File: src/rtl/irq_pkg.sv
package irq_pkg;

    localparam int PORT_W  = 4;
    localparam int ADDR_W  = 4;
    localparam int DATA_W  = 4;
    localparam int INT_W   = 3;
    localparam int N_GRP   = 2;

    typedef enum logic [ADDR_W-1:0] {
        A_FLAG_A   = 4'd0,
        A_FLAG_B   = 4'd1,
        A_FLAG_INT = 4'd2,
        A_MASK_A   = 4'd4,
        A_MASK_B   = 4'd5,
        A_MASK_INT = 4'd6,
        A_POL_A    = 4'd8,
        A_POL_B    = 4'd9,
        A_DEB_A    = 4'd10,
        A_DEB_B    = 4'd11,
        A_RATE     = 4'd12
    } reg_addr_e;

    typedef enum logic [1:0] {
        RATE_1HZ  = 2'd0,
        RATE_8HZ  = 2'd1,
        RATE_32HZ = 2'd2,
        RATE_OFF  = 2'd3
    } rate_e;

    typedef struct packed {
        logic [PORT_W-1:0] mask;
        logic [PORT_W-1:0] pol;
        logic [PORT_W-1:0] deb;
    } grp_cfg_t;

    typedef struct packed {
        logic sbuf;
        logic timer;
        logic presc;
    } int_src_t;

    function automatic logic rate_pick(rate_e r, logic t1, logic t8, logic t32);
        case (r)
            RATE_1HZ:  return t1;
            RATE_8HZ:  return t8;
            RATE_32HZ: return t32;
            default:   return 1'b0;
        endcase
    endfunction

endpackage

File: src/rtl/irq_debounce.sv
module irq_debounce #(
    parameter int LEN = 3
) (
    input  logic clk,
    input  logic rst,
    input  logic tick,
    input  logic din,
    output logic dout
);
    logic [LEN-1:0] hist;
    logic [LEN-1:0] hist_nx;

    assign hist_nx = {hist[LEN-2:0], din};

    always_ff @(posedge clk) begin
        if (rst) begin
            hist <= '0;
            dout <= 1'b0;
        end else if (tick) begin
            hist <= hist_nx;
            if (&hist_nx)
                dout <= 1'b1;
            else if (~|hist_nx)
                dout <= 1'b0;
        end
    end
endmodule

File: src/rtl/irq_pin_cond.sv
module irq_pin_cond #(
    parameter int LEN = 3
) (
    input  logic clk,
    input  logic rst,
    input  logic tick,
    input  logic pin,
    input  logic deb_en,
    input  logic pol,
    output logic set_pulse,
    output logic deb_q
);
    logic pin_q;
    logic cond;
    logic cond_q;

    always_ff @(posedge clk) begin
        if (rst) begin
            pin_q  <= 1'b0;
            cond_q <= 1'b0;
        end else begin
            pin_q  <= pin;
            cond_q <= cond;
        end
    end

    irq_debounce #(.LEN(LEN)) u_deb (
        .clk  (clk),
        .rst  (rst),
        .tick (tick),
        .din  (pin_q),
        .dout (deb_q)
    );

    assign cond      = deb_en ? deb_q : pin_q;
    assign set_pulse = pol ? (cond_q & ~cond) : (cond & ~cond_q);
endmodule

File: src/rtl/irq_flag_bank.sv
module irq_flag_bank #(
    parameter int W = 4
) (
    input  logic         clk,
    input  logic         rst,
    input  logic [W-1:0] set,
    input  logic         clr,
    output logic [W-1:0] flags
);
    always_ff @(posedge clk) begin
        if (rst)
            flags <= '0;
        else if (clr)
            flags <= set;
        else
            flags <= flags | set;
    end
endmodule

File: src/rtl/irq_hub.sv
module irq_hub
    import irq_pkg::*;
#(
    parameter int DEB_LEN = 3
) (
    input  logic              clk,
    input  logic              rst,
    input  logic              deb_tick,
    input  logic [PORT_W-1:0] pins_a,
    input  logic [PORT_W-1:0] pins_b,
    input  logic              tick_1hz,
    input  logic              tick_8hz,
    input  logic              tick_32hz,
    input  logic              timer_zero,
    input  logic              sbuf_empty,
    input  logic              reg_wr,
    input  logic              reg_rd,
    input  logic [ADDR_W-1:0] reg_addr,
    input  logic [DATA_W-1:0] reg_wdata,
    output logic [DATA_W-1:0] reg_rdata,
    output logic              cpu_irq,
    output logic              wake_req
);
    grp_cfg_t [N_GRP-1:0]              cfg;
    logic     [INT_W-1:0]              mask_int;
    rate_e                             rate;
    logic     [N_GRP-1:0][PORT_W-1:0]  pins_g;
    logic     [N_GRP-1:0][PORT_W-1:0]  set_g;
    logic     [N_GRP-1:0][PORT_W-1:0]  deb_g;
    logic     [N_GRP-1:0][PORT_W-1:0]  flags_g;
    logic     [N_GRP-1:0]              clr_g;
    int_src_t                          int_set;
    logic     [INT_W-1:0]              flags_int;
    logic                              clr_int;

    assign pins_g = {pins_b, pins_a};

    // configuration registers
    always_ff @(posedge clk) begin
        if (rst) begin
            cfg      <= '0;
            mask_int <= '0;
            rate     <= RATE_1HZ;
        end else if (reg_wr) begin
            case (reg_addr)
                A_MASK_A:   cfg[0].mask <= reg_wdata;
                A_MASK_B:   cfg[1].mask <= reg_wdata;
                A_MASK_INT: mask_int    <= reg_wdata[INT_W-1:0];
                A_POL_A:    cfg[0].pol  <= reg_wdata;
                A_POL_B:    cfg[1].pol  <= reg_wdata;
                A_DEB_A:    cfg[0].deb  <= reg_wdata;
                A_DEB_B:    cfg[1].deb  <= reg_wdata;
                A_RATE:     rate        <= rate_e'(reg_wdata[1:0]);
                default: ;
            endcase
        end
    end

    // pin groups: conditioning per pin, one flag bank per group
    for (genvar g = 0; g < N_GRP; g++) begin : g_grp
        for (genvar i = 0; i < PORT_W; i++) begin : g_pin
            irq_pin_cond #(.LEN(DEB_LEN)) u_pin (
                .clk       (clk),
                .rst       (rst),
                .tick      (deb_tick),
                .pin       (pins_g[g][i]),
                .deb_en    (cfg[g].deb[i]),
                .pol       (cfg[g].pol[i]),
                .set_pulse (set_g[g][i]),
                .deb_q     (deb_g[g][i])
            );
        end

        assign clr_g[g] = reg_rd &&
            (reg_addr == ((g == 0) ? A_FLAG_A : A_FLAG_B));

        irq_flag_bank #(.W(PORT_W)) u_flags (
            .clk   (clk),
            .rst   (rst),
            .set   (set_g[g]),
            .clr   (clr_g[g]),
            .flags (flags_g[g])
        );
    end

    // internal sources
    assign int_set.presc = rate_pick(rate, tick_1hz, tick_8hz, tick_32hz);
    assign int_set.timer = timer_zero;
    assign int_set.sbuf  = sbuf_empty;
    assign clr_int       = reg_rd && (reg_addr == A_FLAG_INT);

    irq_flag_bank #(.W(INT_W)) u_int_flags (
        .clk   (clk),
        .rst   (rst),
        .set   (int_set),
        .clr   (clr_int),
        .flags (flags_int)
    );

    // read mux
    always_comb begin
        reg_rdata = '0;
        case (reg_addr)
            A_FLAG_A:   reg_rdata = flags_g[0];
            A_FLAG_B:   reg_rdata = flags_g[1];
            A_FLAG_INT: reg_rdata = {1'b0, flags_int};
            A_MASK_A:   reg_rdata = cfg[0].mask;
            A_MASK_B:   reg_rdata = cfg[1].mask;
            A_MASK_INT: reg_rdata = {1'b0, mask_int};
            A_POL_A:    reg_rdata = cfg[0].pol;
            A_POL_B:    reg_rdata = cfg[1].pol;
            A_DEB_A:    reg_rdata = cfg[0].deb;
            A_DEB_B:    reg_rdata = cfg[1].deb;
            A_RATE:     reg_rdata = {2'b00, rate};
            default:    reg_rdata = '0;
        endcase
    end

    assign cpu_irq  = (|(flags_g[0] & cfg[0].mask)) |
                      (|(flags_g[1] & cfg[1].mask)) |
                      (|(flags_int  & mask_int));
    assign wake_req = cpu_irq;
endmodule

File: config.mk
export PLATFORM = sky130hd
export DESIGN_NAME = irq_hub
export DESIGN_NICKNAME = d
export VERILOG_FILES = /design/src/rtl/irq_pkg.sv /design/src/rtl/irq_debounce.sv /design/src/rtl/irq_pin_cond.sv /design/src/rtl/irq_flag_bank.sv /design/src/rtl/irq_hub.sv
export SDC_FILE = /design/constraint.sdc
export NUM_CORES = 1
export LEC_CHECK = 0
export BUFFER_PORTS_ARGS = -buffer_cell sky130_fd_sc_hd__buf_2
export CAP_MARGIN = 0
export CORE_MARGIN = 5
export CORE_UTILIZATION = 63
export DETAILED_ROUTE_END_ITERATION = 8
export HOLD_SLACK_MARGIN = 0.06
export PLACE_DENSITY_LB_ADDON = 0.2
export SYNTH_ARGS = -nofsm -noshare
export SYNTH_HDL_FRONTEND = slang
export SYNTH_SLANG_ARGS = --single-unit
File: constraint.sdc
create_clock -name clk -period 2.8 [get_ports clk]
set_clock_uncertainty 0.05 [all_clocks]
set_input_delay 0.42 -clock clk [delete_from_list [all_inputs] [get_ports clk]]
set_output_delay 0.42 -clock clk [all_outputs]
set_load 0.005 [all_outputs]
==> reports/metrics.yaml <==
place:
  portBuffers: 31
  place_ws_ns: 0.5983
  dp.cells: 470
  detailed_place_hpwl_mm: 5.421
  place.gp.congestion: 0.8912
clock_tree:
  post_cts_resize_count: 0
  clkTransAtPathRegs_ns: 0.08
  clockBufferDepth: 2
  root_buffer: "clkbuf_8"
  clk-insertion-delay-late_ns: 0.35
  ctsHtreeMaxLevel: 3
  holdBufCountCts: 0
  cts_tree: "yes"
  postCtsSetupBuffers: 0
  numClockSinks: 80
  cts_buffers: 9
route:
  wl_per_cell_um: 16.13
  drc: 0
  viasPerCell: 5.947
  first_pass_iters: 4
  drtIter0Drc: 296
  vias: 2890
  ant_nets: 0
  wirelength_mm: 7.840
setup_path:
  path_buf_inv: 2
  cp_common_cell: "buf_2"
  worstPathArrival_ns: 1.79
  crit_path_end_kind: "output port"
  cp_num_cells: 6
  ff2ff_setup_slack_ns: 1.62
  worstReg2RegStart: "cfg[15]"
  critPathTopFamily: "simple AND/OR/NAND/NOR gates"
  cp_cell_sequence: "buf_2 -> nand2b_1 -> nor3b_1 -> a21oi_1 -> o221ai_1 -> buf_2"
  critPathLaunchType: "input pin"
  crit_required_ns: 2.33
  worstReg2RegEnd: "g_grp[1].u_flags.flags[3]"
  slowest_stage: "buf_2"
  max_stage_delay_ns: 0.33
  critPathKind: "input pin to output port"
  ff2ff_path_depth: 3
  path_max_fanout: 20
timing:
  drv_slew: 0
  worst_slack_ns: 0.5362
  tightestPinTransition_ns: 0.7912
  hold_violations: 0
  finalSetupTns_ns: 0
  grt_setup_unrepaired: "no"
  setup_viol: 0
  clock.fmax_mhz: 441.7
  period_share: 0.8085
  slew_headroom: 0.4725
  period_needed_ns: 2.264
logic_synthesis:
  synth_enable_flop_cells: 0
  syn_area_per_cell_um2: 9.005
  synth-async-reset-ratio: 0
  yosys-top-cells-area: "dfxtp_1 46%, mux2i_1 11%, a21oi_1 4.7%, nor2_1 4.7%, nand2_1 3.6%"
  synth_cells: 390
  yosysTopAreaCell: "dfxtp_1"
  ys.flop_type: "dfxtp_1"
  synth_common_cells: "80 x dfxtp_1, 44 x nor2_1, 40 x mux2i_1"
  yosysWarningCount: 0
  ys_seq_area_frac: 0.4560
  syn_area_mm2: 0.003512
  yosysMostFrequentCell: "dfxtp_1"
  ys_seq_elements: 80
  synth_top_area_frac: 0.4560
  syn_nets: 416
  synth.distinct_cells: 41
pwr:
  sequentialPowerShare: 0.507
  p_per_area_mw_per_mm2: 612.6
  clkPwrFrac: 0.420
  p_leak_nw: 1.586
  p_total_w: 0.002371
  p_int_w: 0.001828
  max-vdd-ir-drop_uv: 397.2
  switching_share: 0.2289
  p_sw_w: 0.0005427
  p_comb_frac: 0.073
run_status:
  outcome: "finished clean"
floorplanning:
  die_width_um: 84.67
  core_mm2: 0.005473
  start_util: 0.6417
  fp.dieH_um: 84.67
  rows: 27
  io_pins: 32
  die-area_mm2: 0.007168
global_route:
  antenna_found_initial: 0
  grt_pass1_vias: 2717
  grt_pass1_wl_mm: 12.80
  gr-total-overflow: 0
  grt_usage: 0.2223
  grt_max_degree: 81
finish:
  seq_area_mm2: 0.001602
  n_fill_cell: 433
  multi_input_area_mm2: 0.001765
  layout-drive-gt1-share: 0.1377
  layoutNonFillerInstCount: 486
  nets: 435
  fin_util: 0.7071
  area_growth_pct: 10.19
  diodes: 0
job:
  maxCapViolCount: 0
min_path:
  hold_end: "g_grp[1].g_pin[3].u_pin.pin_q"
  hold_path_depth: 2
  hp-start: "pins_b[3]"
  holdCritPathClass: "input pin to flop"
[power by group through the flow]
| stage | sequential, W | clock (W) | combinational, W |
|---|---|---|---|
| 2_1_floorplan | 0.00122 | 0 | 0.000131 |
| 3_3_place_gp | 0.00123 | 0 | 0.000165 |
| 3_5_place_dp | 0.00123 | 0 | 0.000170 |
| 4_1_cts | 0.00120 | 0.00100 | 0.000171 |
| 5_1_grt | 0.00121 | 0.00106 | 0.000191 |
| 6_report | 0.00120 | 0.000996 | 0.000172 |
[area by class of cell]
| type | instances | area share |
|---|---|---|
| clock inverters | 6 | 0.02780 |
| multi-input cells | 283 | 0.4562 |
| flip-flops and latches | 80 | 0.4138 |
| well taps | 72 | 0.02328 |
| inverters | 2 | 0.001940 |
| repair buffers | 33 | 0.04397 |
| clock buffers | 10 | 0.03298 |
[worst max-delay path by stage]
stage / endpoint / slack (ns) / startpoint
2_1_floorplan: reg_rdata[1] / 1.05 / reg_addr[1]
3_3_place_gp: reg_rdata[1] / 0.62 / reg_addr[1]
3_5_place_dp: reg_rdata[1] / 0.60 / reg_addr[1]
4_1_cts: reg_rdata[0] / 0.55 / reg_addr[1]
5_1_grt: reg_rdata[0] / 0.42 / reg_addr[1]
6_report: reg_rdata[0] / 0.54 / reg_addr[1]
[layout by cell type, fill, tap and decap left out, types with 2 or more instances in the layout]
master     netlist  final
or3_1            8      8
bufinv_16        0      3
o21ai_1         13     13
buf_4            6      2
nor3b_1          2      2
nand3_1         14     14
mux2_4           2      2
nand2_1         34     34
mux2i_1         40     40
buf_2            5     31
a21oi_1         33     33
inv_1            2      2
a221oi_1         2      2
nor2b_1         11     11
nand2b_1         6      6
dfxtp_1         80     80
a22o_1           5      5
a22oi_1          3      3
nor2_2           2      2
o221ai_1         2      2
nand3b_4         2      2
nor2_1          44     44
clkbuf_8         0      9
o21ai_0         19     19
clkinv_2         0      2
a31oi_1          9      9
and3_1          10     10
o31ai_1          8      8
[cells by family (layout without fill, tap and decap cells)]
logic type / Yosys count / in the layout / share of synthesized area
and+or+nand+nor: 138 / 138 / 0.1988
AOI/OAI and AO/OA: 101 / 101 / 0.1717
DFF: 80 / 80 / 0.4560
muxes: 44 / 44 / 0.1322
buffers and inverters: 27 / 51 / 0.04132
[stage by stage]
| stage | instance area (um^2) | hold WS, ns |
|---|---|---|
| 2_1_floorplan | 3512 | 0.4066 |
| 3_3_place_gp | 3635 | 0.4173 |
| 3_5_place_dp | 3635 | 0.4294 |
| 4_1_cts | 3870 | 0.2192 |
| 5_1_grt | 3870 | 0.2389 |
| 6_report | 3870 | 0.2285 |
[worst reg2reg max path: cells and delay by family, from the launching register on]
family	cells	cell delay, ns
DFF	1	0.42
AOI/OAI and AO/OA	1	0.16
and+or+nand+nor	1	0.33
muxes	1	0.15
[sequential cells by signal, indices dropped and copies added (netlist names)]
name                          count
g_grp.g_pin.u_pin.u_deb.hist     16
mask_int                          3
g_grp.u_flags.flags               8
g_grp.g_pin.u_pin.cond_q          8
g_grp.g_pin.u_pin.u_deb.dout      8
g_grp.g_pin.u_pin.pin_q           8
u_int_flags.flags                 3
cfg                              24
rate                              2
[per-layer routing]
layer | routed length [um] | share of wire | up-vias | global-route usage
li1 | - | - | 1434 | -
met1 | 3500 | 0.45 | 1347 | 0.2776
met2 | 3591 | 0.46 | 89 | 0.3431
met3 | 498 | 0.064 | 20 | 0.05594
met4 | 249 | 0.032 | 0 | 0.1367
met5 | 0 | 0 | - | 0
Note: power is estimated with default switching activity, not from simulation.
